==> config.mk <==
export PLATFORM = sky130hd
export DESIGN_NAME = wpu_guard
export DESIGN_NICKNAME = d
export VERILOG_FILES = /design/src/rtl/wpu_pkg.sv /design/src/rtl/wpu_region_chk.sv /design/src/rtl/wpu_stage.sv /design/src/rtl/wpu_ctl_store.sv /design/src/rtl/wpu_guard.sv
export SDC_FILE = /design/constraint.sdc
export NUM_CORES = 1
export LEC_CHECK = 0
export ABC_AREA = 1
export BUFFER_PORTS_ARGS = -buffer_cell sky130_fd_sc_hd__buf_2
export CORE_MARGIN = 8
export CORE_UTILIZATION = 33
export DETAILED_ROUTE_END_ITERATION = 10
export MAX_ROUTING_LAYER = met4
export PLACE_DENSITY = 0.71
export SYNTH_ARGS = -nofsm -noshare
export SYNTH_HDL_FRONTEND = slang
export SYNTH_SLANG_ARGS = --single-unit
==> constraint.sdc <==
create_clock -name clk -period 0.8 [get_ports clk]
set_input_delay 0.12 -clock clk [delete_from_list [all_inputs] [get_ports clk]]
set_output_delay 0.12 -clock clk [all_outputs]
set_load 0.01 [all_outputs]
==> src/rtl/wpu_pkg.sv <==
// Shared definitions for the block-lock write protection unit.
// Assumes a 16-bit address space with the control register at its top address.
package wpu_pkg;

    localparam int          ADDR_W    = 16;
    localparam logic [15:0] CTL_ADDR  = 16'hFFFF;
    localparam int          PEN_BIT   = 7;
    localparam int          LVL1_BIT  = 3;
    localparam int          LVL0_BIT  = 2;
    localparam logic [7:0]  LIVE_MASK = 8'h8C;

    typedef enum logic [1:0] {
        LVL_NONE    = 2'b00,
        LVL_QUARTER = 2'b01,
        LVL_HALF    = 2'b10,
        LVL_ALL     = 2'b11
    } lock_lvl_e;

    typedef struct packed {
        logic      pin_en;
        lock_lvl_e lvl;
    } ctl_t;

    // Pulls the live fields out of a loaded byte; dead bits are dropped.
    function automatic ctl_t byte_to_ctl(input logic [7:0] b);
        ctl_t c;
        c.pin_en = b[PEN_BIT];
        c.lvl    = lock_lvl_e'({b[LVL1_BIT], b[LVL0_BIT]});
        return c;
    endfunction

    // Places the live fields at their bit positions; dead bits read as zero.
    function automatic logic [7:0] ctl_to_byte(input ctl_t c);
        logic [7:0] b;
        b           = 8'h00;
        b[PEN_BIT]  = c.pin_en;
        b[LVL1_BIT] = c.lvl[1];
        b[LVL0_BIT] = c.lvl[0];
        return b;
    endfunction

endpackage

==> src/rtl/wpu_region_chk.sv <==
// Decides whether an array address may be written under the current lock level.
// Assumes ARRAY_BYTES is a power of two no smaller than 4 and no larger than 32K.
// The quarter and half boundaries come from the two top array-address bits.
module wpu_region_chk
    import wpu_pkg::*;
#(
    parameter int ARRAY_BYTES = 2048
) (
    input  logic [ADDR_W-1:0] addr_i,
    input  lock_lvl_e         lvl_i,
    output logic              permit_o
);
    localparam int              AW    = $clog2(ARRAY_BYTES);
    localparam logic [ADDR_W:0] LIMIT = (ADDR_W+1)'(ARRAY_BYTES);

    logic       in_array;
    logic [1:0] top2;
    logic       guarded;

    // Picks the two top array-address bits for this array size.
    generate
        if (AW >= 2) begin : g_top
            assign top2 = addr_i[AW-1 -: 2];
        end else begin : g_tiny
            assign top2 = 2'b11;
        end
    endgenerate

    // Classifies the address against the array end and the lock level.
    always_comb begin
        in_array = ({1'b0, addr_i} < LIMIT);
        unique case (lvl_i)
            LVL_NONE:    guarded = 1'b0;
            LVL_QUARTER: guarded = (top2 == 2'b11);
            LVL_HALF:    guarded = top2[1];
            default:     guarded = 1'b1;
        endcase
        permit_o = in_array && !guarded;
    end

endmodule

==> src/rtl/wpu_stage.sv <==
// Holds a register byte loaded by the sequencer until commit.
// Aborts on a second byte in one sequence and cancels on an active pin lock.
// Assumes load and commit strobes are never raised in the same cycle.
module wpu_stage
    import wpu_pkg::*;
(
    input  logic       clk,
    input  logic       rst_n,
    input  logic       seq_clr_i,
    input  logic       ld_i,
    input  logic [7:0] ld_data_i,
    input  logic       commit_i,
    input  logic       hw_lock_i,
    output ctl_t       pend_o,
    output logic       commit_ok_o
);
    logic seen_q;
    logic pend_v_q;
    ctl_t pend_q;

    // Tracks the byte count, pending value and its validity across a sequence.
    always_ff @(posedge clk) begin
        if (!rst_n) begin
            seen_q   <= 1'b0;
            pend_v_q <= 1'b0;
            pend_q   <= '0;
        end else if (seq_clr_i || commit_i) begin
            seen_q   <= 1'b0;
            pend_v_q <= 1'b0;
        end else if (ld_i) begin
            seen_q <= 1'b1;
            if (!seen_q) begin
                pend_q   <= byte_to_ctl(ld_data_i);
                pend_v_q <= !hw_lock_i;
            end else begin
                pend_v_q <= 1'b0;
            end
        end else if (hw_lock_i) begin
            pend_v_q <= 1'b0;
        end
    end

    // Accepts a commit only for an intact single byte with the lock released.
    always_comb begin
        commit_ok_o = commit_i && pend_v_q && !hw_lock_i;
        pend_o      = pend_q;
    end


    second_byte_abort_chk: assert property (@(posedge clk) disable iff (!rst_n)
        (ld_i && seen_q && !seq_clr_i && !commit_i) |=> !pend_v_q);


    lock_cancels_pending_chk: assert property (@(posedge clk) disable iff (!rst_n)
        hw_lock_i |=> !pend_v_q);

endmodule

==> src/rtl/wpu_ctl_store.sv <==
// The control register flops and the byte-wise register read path.
// Assumes the read position is restarted by the sequence-restart strobe.
module wpu_ctl_store
    import wpu_pkg::*;
(
    input  logic       clk,
    input  logic       rst_n,
    input  logic       commit_ok_i,
    input  ctl_t       pend_i,
    input  logic       hw_lock_i,
    input  logic       seq_clr_i,
    input  logic       rd_byte_i,
    output ctl_t       ctl_o,
    output logic [7:0] rd_data_o
);
    ctl_t ctl_q;
    logic past_first_q;

    // Updates the register only on an accepted commit.
    always_ff @(posedge clk) begin
        if (!rst_n) begin
            ctl_q <= '0;
        end else if (commit_ok_i) begin
            ctl_q <= pend_i;
        end
    end

    // Remembers whether the first read byte has been consumed.
    always_ff @(posedge clk) begin
        if (!rst_n || seq_clr_i) begin
            past_first_q <= 1'b0;
        end else if (rd_byte_i) begin
            past_first_q <= 1'b1;
        end
    end

    // Drives the register image on the first byte and zero afterwards.
    always_comb begin
        ctl_o     = ctl_q;
        rd_data_o = past_first_q ? 8'h00 : ctl_to_byte(ctl_q);
    end


    no_change_under_lock_chk: assert property (@(posedge clk) disable iff (!rst_n)
        !$stable(ctl_q) |-> $past(!hw_lock_i));

endmodule

==> src/rtl/wpu_guard.sv <==
// Top of the block-lock write protection unit: combines the pin with the
// pin-enable bit, stages register loads, stores the register and grants
// array and register write permits. Assumes a sequencer restarts each
// command sequence with seq_clr_i before loads or reads.
module wpu_guard
    import wpu_pkg::*;
#(
    parameter int ARRAY_BYTES = 2048
) (
    input  logic        clk,
    input  logic        rst_n,
    input  logic        wp_pin_i,
    input  logic [15:0] addr_i,
    input  logic        seq_clr_i,
    input  logic        reg_ld_i,
    input  logic [7:0]  reg_ld_data_i,
    input  logic        commit_i,
    input  logic        rd_byte_i,
    output logic [7:0]  rd_data_o,
    output logic        arr_wr_ok_o,
    output logic        reg_wr_ok_o
);
    ctl_t ctl;
    ctl_t pend;
    logic commit_ok;
    logic hw_lock;

    // Pin protection applies only with the pin low and pin-enable set.
    always_comb begin
        hw_lock     = !wp_pin_i && ctl.pin_en;
        reg_wr_ok_o = !hw_lock;
    end

    wpu_stage u_stage (
        .clk         (clk),
        .rst_n       (rst_n),
        .seq_clr_i   (seq_clr_i),
        .ld_i        (reg_ld_i),
        .ld_data_i   (reg_ld_data_i),
        .commit_i    (commit_i),
        .hw_lock_i   (hw_lock),
        .pend_o      (pend),
        .commit_ok_o (commit_ok)
    );

    wpu_ctl_store u_store (
        .clk         (clk),
        .rst_n       (rst_n),
        .commit_ok_i (commit_ok),
        .pend_i      (pend),
        .hw_lock_i   (hw_lock),
        .seq_clr_i   (seq_clr_i),
        .rd_byte_i   (rd_byte_i),
        .ctl_o       (ctl),
        .rd_data_o   (rd_data_o)
    );

    wpu_region_chk #(.ARRAY_BYTES(ARRAY_BYTES)) u_region (
        .addr_i   (addr_i),
        .lvl_i    (ctl.lvl),
        .permit_o (arr_wr_ok_o)
    );


    reg_addr_not_array_chk: assert property (@(posedge clk) disable iff (!rst_n)
        (addr_i == CTL_ADDR) |-> !arr_wr_ok_o);


    full_lock_blocks_chk: assert property (@(posedge clk) disable iff (!rst_n)
        (rd_data_o[LVL1_BIT] && rd_data_o[LVL0_BIT]) |-> !arr_wr_ok_o);


    dead_bits_zero_chk: assert property (@(posedge clk) disable iff (!rst_n)
        (rd_data_o & ~LIVE_MASK) == 8'h00);


    later_bytes_zero_chk: assert property (@(posedge clk) disable iff (!rst_n)
        (rd_byte_i && !seq_clr_i) |=> (rd_data_o == 8'h00));

endmodule

Word level (Yosys, flattened, before mapping)
Index checks and enable logic that the tools add are counted.
{"block": "word_totals", "regBits": 9, "in_bits": 31, "output_inout_bits": 10, "word_cells": 33}
{"block": "op_classes", "n_lt_le_gt_ge": 1, "n_eq_ne": 3, "mux": 5, "n_bitwise": 3, "n_reduce_logical": 14}
{"cell": "16-bit by 12-bit < comparator with 1-bit output (second input constant)", "n": 1}
{"cell": "8-bit two-way mux", "n": 1}
{"cell": "2-bit == test (second input constant)", "n": 2}
{"cell": "1-bit logical AND", "n": 4}
{"cell": "1-bit logical NOT", "n": 4}
{"cell": "1-bit two-way mux", "n": 3}
{"cell": "1-bit inverter", "n": 3}
{"cell": "1-bit one-hot mux with 3 select lines", "n": 1}
{"cell": "3-bit AND reduction", "n": 1}
{"cell": "2-bit by 1-bit == test with 1-bit output (second input constant)", "n": 1}
{"cell": "2-bit logical NOT", "n": 1}
{"cell": "1-bit logical OR", "n": 2}
{"cell": "2-bit nonzero test", "n": 1}
{"cell": "2-bit OR reduction", "n": 1}

Logic depth before layout (Yosys ltp)
Gate-level depths: netlist of run 1.
{"block": "logic_depth", "depth_word": 5, "ltp_mapped": 5, "depth_no_buf": 5}

Cells and area by module
Synthesis of run 1 repeated with hierarchy kept, for this count alone.
{"block": "hier_totals", "cells_unflattened": 80, "area_unflattened_um2": 505.5}
{"mod": "wpu_stage", "n_inst": 1, "cells_each": 31, "area_each_um2": 224.0, "seq_area_each_um2": 100.1}
{"mod": "wpu_ctl_store", "n_inst": 1, "cells_each": 35, "area_each_um2": 215.2, "seq_area_each_um2": 80.1}
{"mod": "wpu_region_chk", "n_inst": 1, "cells_each": 10, "area_each_um2": 48.8, "seq_area_each_um2": 0.0}
{"mod": "wpu_guard", "n_inst": 1, "cells_each": 4, "area_each_um2": 17.5, "seq_area_each_um2": 0.0}

Worst setup path before layout of run 1
No wires, ideal clock.
{"block": "synth_timing", "path_kind": "flip-flop to flip-flop", "startpoint": "register u_store.ctl_q (netlist bit u_store.ctl_o[2])", "endpoint": "register u_store.ctl_q (netlist bit u_store.ctl_o[0])", "setup_ns": 0.115, "arrival_ns": 0.625, "t_required_ns": 0.685, "setup_slack_ns": 0.060, "path_stages_with_launch": 4, "path_buffers": 0, "synth_period_minus_slack_ns": 0.740, "cell_sequence": "dfxtp_1 -> nand2_4 -> a21oi_1 -> nor2_1"}
{"block": "synth_via", "elab_chain_cells": 3}
{"item": "start: declaration", "line_no": "wpu_ctl_store.sv:16", "source": "ctl_t ctl_q;"}
{"item": "start signal: assignment", "line_no": "wpu_ctl_store.sv:24", "source": "ctl_q <= pend_i;"}
{"item": "1-bit logical AND", "line_no": "wpu_guard.sv:30", "source": "hw_lock = !wp_pin_i && ctl.pin_en;"}
{"item": "1-bit logical NOT"}
{"item": "named net reg_wr_ok_o", "line_no": "wpu_guard.sv:21", "source": "output logic reg_wr_ok_o"}
{"item": "1-bit logical AND", "line_no": "wpu_stage.sv:45", "source": "commit_ok_o = commit_i && pend_v_q && !hw_lock_i;"}
The timed path passes the listed nets, and every way through them passes these cells.
A chain may end at the register's enable or synchronous reset.

Worst setup path in the final report of run 1
{"block": "layout_timing", "startpoint": "register u_store.ctl_q (netlist bit u_store.ctl_o[1])", "endpoint": "output arr_wr_ok_o"}
{"block": "layout_via", "elab_chain_cells": 4, "word_cells_on_any_way": 6, "cone_classes": "2 x eq/ne; 1 x mux; 3 x reduce/logical"}
{"item": "2-bit == test (tied with other cells)", "line_no": "wpu_region_chk.sv:32", "source": "unique case (lvl_i)"}
{"item": "1-bit one-hot mux with 3 select lines *", "line_no": "wpu_region_chk.sv:32"}
{"item": "1-bit logical NOT *", "line_no": "wpu_region_chk.sv:38", "source": "permit_o = in_array && !guarded;"}
{"item": "1-bit logical AND *", "line_no": "wpu_region_chk.sv:38"}
{"item": "end: declaration", "line_no": "wpu_guard.sv:20", "source": "output logic arr_wr_ok_o,"}
Every way passes the cells marked *; elsewhere a longest branch is shown, timed or not.

==> metrics.txt, run 1 <==
# TYPE chip_impl_metric gauge
chip_impl_metric{name="irDropWorstVdd",unit="uV"} 1220
chip_impl_metric{name="initial_antenna_violation_count",unit=""} 0
chip_impl_info{name="worstHoldStart",value="seq_clr_i"} 1
chip_impl_metric{name="dp_slack",unit="ns"} -0.0372
chip_impl_metric{name="cts_sinks",unit=""} 9
chip_impl_metric{name="io_buffer_count",unit=""} 21
chip_impl_metric{name="rows",unit=""} 14
chip_impl_metric{name="num_antenna_cells",unit=""} 0
chip_impl_metric{name="core_area",unit="um^2"} 1450
chip_impl_metric{name="drtPass1Iterations",unit=""} 2
chip_impl_metric{name="drt_iter0_markers",unit=""} 6
chip_impl_info{name="worstSetupStartpointType",value="flop"} 1
chip_impl_metric{name="setup_viol_count_final",unit=""} 7
chip_impl_metric{name="cp.required",unit="ns"} 0.68
chip_impl_info{name="clk_root_buffer_cell",value="sky130_fd_sc_hd__clkbuf_4"} 1
chip_impl_metric{name="maximum_clock_skew_at_final_layout",unit="ns"} 0.00177
chip_impl_metric{name="syn-instance-count",unit=""} 75
chip_impl_metric{name="cts_inserted_buffers",unit=""} 3
chip_impl_info{name="rsz0062_at_grt",value="true"} 1
chip_impl_metric{name="post_synth_num_cell_types",unit=""} 16
chip_impl_metric{name="fmaxAchievable",unit="MHz"} 936
chip_impl_metric{name="max-cap-violations",unit=""} 0
chip_impl_metric{name="grt_start_max_net_pins",unit=""} 8
chip_impl_metric{name="post_detailed_route_via_to_cell_ratio",unit=""} 4.35
chip_impl_info{name="end_kind",value="output port"} 1
chip_impl_metric{name="synthesis.area",unit="um^2"} 497
chip_impl_metric{name="combined_global_route_utilization_of_all_metal_layers",unit="%"} 7.71
chip_impl_metric{name="min_tclk_post_route",unit="ns"} 1.07
chip_impl_info{name="failing_checks",value="negative setup slack"} 1
chip_impl_metric{name="grt_pass1_wl",unit="um"} 1670
chip_impl_metric{name="htree_levels",unit=""} 1
chip_impl_metric{name="die_area",unit="um^2"} 3000
chip_impl_metric{name="placedInstanceArea",unit="um^2"} 607
chip_impl_info{name="cp-startpoint",value="u_store.ctl_o[1]"} 1
chip_impl_metric{name="global_route.usage.met1",unit="%"} 9.72
chip_impl_metric{name="routed_wl",unit="um"} 1140
chip_impl_metric{name="period_utilization_post_route",unit="%"} 133
chip_impl_metric{name="final.setup.worst_slack",unit="ns"} -0.268
chip_impl_metric{name="hold_violations_final",unit=""} 0
chip_impl_metric{name="finalInstanceArea",unit="um^2"} 698
chip_impl_metric{name="register_area",unit="um^2"} 186
chip_impl_metric{name="yosysWarnings",unit=""} 0
chip_impl_metric{name="critPathMaxFanout",unit=""} 3
chip_impl_metric{name="vias_after_detailed_routing",unit=""} 509
chip_impl_metric{name="final_layout_size_suffix_gt1_share",unit="%"} 50.5
chip_impl_metric{name="post-dp-hpwl",unit="um"} 881
chip_impl_info{name="cts_tree",value="yes"} 1
chip_impl_info{name="run_status",value="finished with violations"} 1
chip_impl_metric{name="syn-mean-instance-area",unit="um^2"} 6.62
chip_impl_info{name="crit_type",value="flop to output port"} 1
chip_impl_metric{name="clk_pin_slew_worst_paths",unit="ns"} 0.06
chip_impl_metric{name="areaGrowthSynthToFinish",unit="%"} 40.6
chip_impl_metric{name="global_route.overflow_total",unit=""} 0
chip_impl_metric{name="synth-seq-cells",unit=""} 9
chip_impl_metric{name="reg2reg_setup_slack",unit="ns"} -0.02
chip_impl_info{name="critical_path.reg2reg.startpoint",value="u_store.ctl_o[2]"} 1
chip_impl_metric{name="ports",unit=""} 41
chip_impl_metric{name="cp.arrival",unit="ns"} 0.95
chip_impl_metric{name="maxSlewViolCount",unit=""} 0
chip_impl_metric{name="place.gp.congestion",unit=""} 0.727
chip_impl_metric{name="clk_latency",unit="ns"} 0.26
chip_impl_metric{name="drc",unit=""} 0
chip_impl_metric{name="initial_util",unit="%"} 34.2
chip_impl_metric{name="number_of_global_route_vias_before_repair",unit=""} 401
chip_impl_metric{name="ant_nets",unit=""} 0
chip_impl_metric{name="power.static_leakage",unit="nW"} 0.365
chip_impl_metric{name="power_density",unit="nW/um^2"} 1400
chip_impl_metric{name="multi_input_comb_area",unit="um^2"} 282
chip_impl_metric{name="final_net_count",unit=""} 133
chip_impl_metric{name="die-height",unit="um"} 54.8
chip_impl_info{name="globalRoute.busiestLayer",value="met2"} 1
chip_impl_metric{name="overall_power_after_layout",unit="uW"} 978
chip_impl_metric{name="wire_length_per_cell_after_detailed_routing",unit="um"} 9.70
chip_impl_metric{name="totalNegativeSetupSlack",unit="ns"} -0.886
chip_impl_metric{name="global_route.usage.met3",unit="%"} 4.62
chip_impl_metric{name="ctsLongestPathBuffers",unit=""} 2
chip_impl_info{name="worst_hold_path_type",value="input port to flop"} 1
chip_impl_metric{name="nFillCells",unit=""} 163
chip_impl_metric{name="groute.layer.met2.usage",unit="%"} 10.4
chip_impl_metric{name="synth_seq_area_share",unit="%"} 36.3
chip_impl_metric{name="die_x",unit="um"} 54.8
-- path summary, 6_finish.rpt --
| check | endpoint | depth (start not counted) |
|---|---|---|
| worst max-delay path | arr_wr_ok_o | 4 |
| worst min-delay path | u_store.past_first_q | 2 |
| worst max register to register | u_store.ctl_o[2] | 5 |
| worst min register to register | u_store.ctl_o[2] | 2 |
-- layout by cell type, fill, tap and decap left out, types with 3 or more instances in the layout --
cell                       netlist  layout
sky130_fd_sc_hd__nand2_1        10      10
sky130_fd_sc_hd__inv_2           1       4
sky130_fd_sc_hd__dfxtp_1         9       4
sky130_fd_sc_hd__a21oi_2         0       3
sky130_fd_sc_hd__dfxtp_2         0       5
sky130_fd_sc_hd__inv_1          12       9
sky130_fd_sc_hd__conb_1          1       5
sky130_fd_sc_hd__nand3_2         0       5
sky130_fd_sc_hd__a21oi_1         7       4
sky130_fd_sc_hd__clkbuf_4        0       3
sky130_fd_sc_hd__buf_2           0      20
sky130_fd_sc_hd__nor2_1         15      13
-- what timing repair did --
item,CTS,global route
hold endpoints to repair,0,0
gates resized for setup,8,12
gates cloned,0,0
pin swaps,5,8
endpoints found under the setup margin,5,11
setup buffers,1,0
hold buffers,0,0
-- report_power, final --
part           switching, mW  internal [mW]
Clock                  0.152          0.192
Combinational         0.0890         0.0667
Sequential            0.0124          0.466
-- logic make-up (layout without fill, tap and decap cells) --
| kind of cell | Yosys count | after routing | synth area share [%] |
|---|---|---|---|
| simple gates | 37 | 37 | 35.5 |
| buf+inv | 19 | 41 | 18.4 |
| compound gates | 9 | 9 | 9.07 |
| flops | 9 | 9 | 36.3 |
| other cells | 1 | 5 | 0.755 |
-- synthesized netlist by cell type, drive strengths merged --
cell type | count | area share (%)
a21oi | 7 | 7.1
buf | 5 | 7.6
clkinv | 1 | 1.0
conb | 1 | 0.75
dfxtp | 9 | 36
inv | 13 | 9.8
nand2 | 13 | 12
nand3 | 5 | 5.0
nand4 | 1 | 1.3
nor2 | 17 | 16
nor3 | 1 | 1.0
o21ai | 2 | 2.0
-- critical path, stage by stage, from the launching register on --
cell                      delay (ns)
sky130_fd_sc_hd__dfxtp_2        0.34
sky130_fd_sc_hd__inv_2          0.05
sky130_fd_sc_hd__a21oi_2        0.11
sky130_fd_sc_hd__nor2_1         0.06
sky130_fd_sc_hd__buf_2          0.13
-- metrics by stage --
stage / hold slack, ns / std cells / util [%]
after global routing: 0.0606 / 117 / 48.0
final: 0.0677 / 117 / 48.0
after global placement: 0.343 / 112 / 41.7
after CTS: 0.0671 / 117 / 45.3
after detailed placement: 0.344 / 112 / 41.7
after floorplan: 0.197 / 79 / -
-- routing by layer --
layer  vias up  part of all wire, %
met3         0                   13
met1       216                   43
met5         -                    0
li1        271                    -
met4         0                    0
met2        22                   44
-- flip-flops by register name, summed over array words and instances (netlist names) --
| register | count |
|---|---|
| u_stage.pend_v_q | 1 |
| u_store.ctl_o | 3 |
| u_stage.pend_o | 3 |
| u_stage.seen_q | 1 |
| u_store.past_first_q | 1 |
-- final cells by class --
type | count | area share (%)
Clock buffer | 4 | 3.76
Tap cell | 16 | 2.87
Inverter | 14 | 7.71
Sequential cell | 9 | 26.7
Timing Repair Buffer | 23 | 18.6
Multi-Input combinational cell | 51 | 40.3
(Power assumes the default switching activity.)
==> run 2, diff against run 1 <==
--- a/config.mk
+++ b/config.mk
@@ -7,11 +7,10 @@
 export LEC_CHECK = 0
 export ABC_AREA = 1
 export BUFFER_PORTS_ARGS = -buffer_cell sky130_fd_sc_hd__buf_2
-export CORE_MARGIN = 8
 export CORE_UTILIZATION = 33
 export DETAILED_ROUTE_END_ITERATION = 10
 export MAX_ROUTING_LAYER = met4
-export PLACE_DENSITY = 0.71
+export PLACE_DENSITY = 0.73
 export SYNTH_ARGS = -nofsm -noshare
 export SYNTH_HDL_FRONTEND = slang
 export SYNTH_SLANG_ARGS = --single-unit
==> run 2 against run 1 <==
The run still ends with negative setup slack left. Largest power group unchanged. Sequential power barely moved. Via count rose by 1.8%. Flip-flop and latch count did not move. Setup slack improved by 0.0064 ns. Critical path type unchanged. Clock skew fell by 0.00062 ns. Design area rose by 2.3%. Utilization rose by 4.9 points. Count of clock-buffer cells in the layout did not move. Highest routed layer is now met4. Global-route usage rose by 7.0 points. Sequential share of layout area fell by 0.61 points.
==> metrics.txt, run 2 (same netlist as run 1, synthesis figures left out) <==
# TYPE chip_impl_metric gauge
chip_impl_metric{name="rows",unit=""} 13
chip_impl_metric{name="global_route.overflow_total",unit=""} 0
chip_impl_metric{name="critPathMaxFanout",unit=""} 3
chip_impl_metric{name="wire_length_per_cell_after_detailed_routing",unit="um"} 8.75
chip_impl_metric{name="number_of_global_route_vias_before_repair",unit=""} 402
chip_impl_metric{name="drc",unit=""} 0
chip_impl_metric{name="num_antenna_cells",unit=""} 0
chip_impl_info{name="clk_root_buffer_cell",value="sky130_fd_sc_hd__clkbuf_4"} 1
chip_impl_metric{name="totalNegativeSetupSlack",unit="ns"} -1.01
chip_impl_info{name="cts_tree",value="yes"} 1
chip_impl_metric{name="setup_viol_count_final",unit=""} 11
chip_impl_metric{name="routed_wl",unit="um"} 1030
chip_impl_metric{name="global_route.usage.met1",unit="%"} 16.2
chip_impl_info{name="final_common_cell",value="sky130_fd_sc_hd__buf_2"} 1
chip_impl_metric{name="fin_cells",unit=""} 118
chip_impl_metric{name="initial_antenna_violation_count",unit=""} 0
chip_impl_metric{name="grt_start_max_net_pins",unit=""} 8
chip_impl_metric{name="ant_nets",unit=""} 0
chip_impl_metric{name="placedCellCount",unit=""} 111
chip_impl_metric{name="htree_levels",unit=""} 1
chip_impl_metric{name="cts_inserted_buffers",unit=""} 3
chip_impl_metric{name="power_density",unit="nW/um^2"} 1400
chip_impl_metric{name="overall_power_after_layout",unit="mW"} 1.00
chip_impl_metric{name="maximum_clock_skew_at_final_layout",unit="ns"} 0.00115
chip_impl_metric{name="min_tclk_post_route",unit="ns"} 1.06
chip_impl_metric{name="hold_violations_final",unit=""} 0
chip_impl_metric{name="die-height",unit="um"} 40.8
chip_impl_metric{name="die_area",unit="um^2"} 1660
chip_impl_info{name="rsz0062_at_grt",value="true"} 1
chip_impl_metric{name="ports",unit=""} 41
chip_impl_metric{name="post-dp-hpwl",unit="um"} 667
chip_impl_metric{name="core_area",unit="um^2"} 1350
chip_impl_metric{name="vias_after_detailed_routing",unit=""} 518
chip_impl_metric{name="final.setup.worst_slack",unit="ns"} -0.262
chip_impl_metric{name="initial_util",unit="%"} 36.8
chip_impl_metric{name="clk_pin_slew_worst_paths",unit="ns"} 0.06
chip_impl_metric{name="place.gp.congestion",unit=""} 0.701
chip_impl_metric{name="drtPass1Iterations",unit=""} 4
chip_impl_info{name="worstSetupStartpointType",value="flop"} 1
chip_impl_info{name="run_status",value="finished with violations"} 1
chip_impl_metric{name="cts_sinks",unit=""} 9
chip_impl_metric{name="irDropWorstVdd",unit="uV"} 828
chip_impl_metric{name="cp.required",unit="ns"} 0.68
chip_impl_info{name="end_kind",value="output port"} 1
chip_impl_metric{name="die_x",unit="um"} 40.8
chip_impl_metric{name="areaGrowthSynthToFinish",unit="%"} 43.8
chip_impl_metric{name="post_detailed_route_via_to_cell_ratio",unit=""} 4.39
chip_impl_metric{name="fmaxAchievable",unit="MHz"} 942
chip_impl_metric{name="clk_latency",unit="ns"} 0.26
chip_impl_metric{name="combined_global_route_utilization_of_all_metal_layers",unit="%"} 14.7
chip_impl_metric{name="grt_pass1_wl",unit="um"} 1500
chip_impl_info{name="commonest_non_fill_non_tap_cells_in_the_layout",value="sky130_fd_sc_hd__buf_2, sky130_fd_sc_hd__nor2_1, sky130_fd_sc_hd__nand2_1, sky130_fd_sc_hd__inv_1"} 1
chip_impl_metric{name="io_buffer_count",unit=""} 21
chip_impl_metric{name="final_layout_size_suffix_gt1_share",unit="%"} 51.5
chip_impl_metric{name="ctsLongestPathBuffers",unit=""} 2
chip_impl_info{name="worst_hold_path_type",value="input port to flop"} 1
chip_impl_metric{name="maxSlewViolCount",unit=""} 0
chip_impl_metric{name="max-cap-violations",unit=""} 0
chip_impl_metric{name="period_utilization_post_route",unit="%"} 133
chip_impl_metric{name="drt_iter0_markers",unit=""} 10
chip_impl_metric{name="cp.arrival",unit="ns"} 0.94
chip_impl_metric{name="final_net_count",unit=""} 135
chip_impl_info{name="globalRoute.busiestLayer",value="met2"} 1
chip_impl_info{name="crit_type",value="flop to output port"} 1
chip_impl_info{name="failing_checks",value="negative setup slack"} 1
chip_impl_metric{name="groute.layer.met2.usage",unit="%"} 23.4
chip_impl_metric{name="global_route.usage.met3",unit="%"} 3.26
chip_impl_metric{name="power.static_leakage",unit="nW"} 0.375
==> run 2: cell count changes in the layout (fill, tap and decap cells not counted) <==
| cell | change |
|---|---|
| sky130_fd_sc_hd__nor2_1 | +1 |
| sky130_fd_sc_hd__inv_4 | +1 |
| sky130_fd_sc_hd__o21ai_2 | +1 |
| sky130_fd_sc_hd__buf_4 | +2 |
| sky130_fd_sc_hd__nor2_2 | -1 |
| sky130_fd_sc_hd__clkinv_2 | -1 |
| sky130_fd_sc_hd__o21ai_1 | -1 |
==> run 2: path summary, 6_finish.rpt <==
| kind | startpoint | end | slack, ns | depth (start not counted) |
|---|---|---|---|---|
| setup / recovery | u_store.ctl_o[1] | arr_wr_ok_o | -0.26 | 4 |
| hold / removal | seq_clr_i | u_store.past_first_q | 0.07 | 2 |
| setup reg to reg | u_store.ctl_o[2] | u_store.ctl_o[2] | -0.04 | 5 |
| hold reg to reg | u_store.ctl_o[0] | u_store.ctl_o[0] | 0.48 | 2 |
==> run 2: cell type report <==
type                       instances  area, um^2
multi-input combinational         51         283
fill                             154         636
timing repair buffer              25         145
inverter                          14        55.1
clock buffer                       4        26.3
tap                               15        18.8
sequential                         9         186
==> run 2: report_power, final <==
group	total, mW	switching, mW	leakage [nW]	internal [mW]
Clock	0.362	0.169	0.0150	0.193
Combinational	0.160	0.0903	0.284	0.0693
Sequential	0.478	0.0127	0.0757	0.466
==> run 2: routing by layer <==
metal  part of all wire, %  wire length [um]  up-vias
met5                     0                 0        -
met3                   7.1                73        4
met2                    48               499       25
li1                      -                 -      272
met4                   2.4                25        0
met1                    42               434      217
==> run 2: what timing repair did <==
item / in CTS / in global routing
pin swaps: 7 / 9
buffers inserted: 3 / 0
hold buffers: 0 / 0
resized for setup: 9 / 12
endpoints found under the setup margin: 8 / 11
==> run 2: through the flow <==
stage | instance area, um^2 | setup slack [ns] | hold WS [ns] | util [%]
2_1_floorplan | 512 | 0.0603 | 0.197 | -
3_3_place_gp | 606 | -0.0290 | 0.342 | 44.9
3_5_place_dp | 606 | -0.0242 | 0.345 | 44.9
4_1_cts | 672 | -0.259 | 0.0664 | 49.8
5_1_grt | 714 | -0.329 | 0.0669 | 52.9
6_report | 714 | -0.262 | 0.0653 | 52.9
==> run 2: worst max-delay path: stages (launching register included) <==
cell and delay (ns):
sky130_fd_sc_hd__dfxtp_2 0.34, sky130_fd_sc_hd__inv_2 0.04, sky130_fd_sc_hd__a21oi_1 0.11, sky130_fd_sc_hd__nor2_1 0.05, sky130_fd_sc_hd__buf_2 0.13
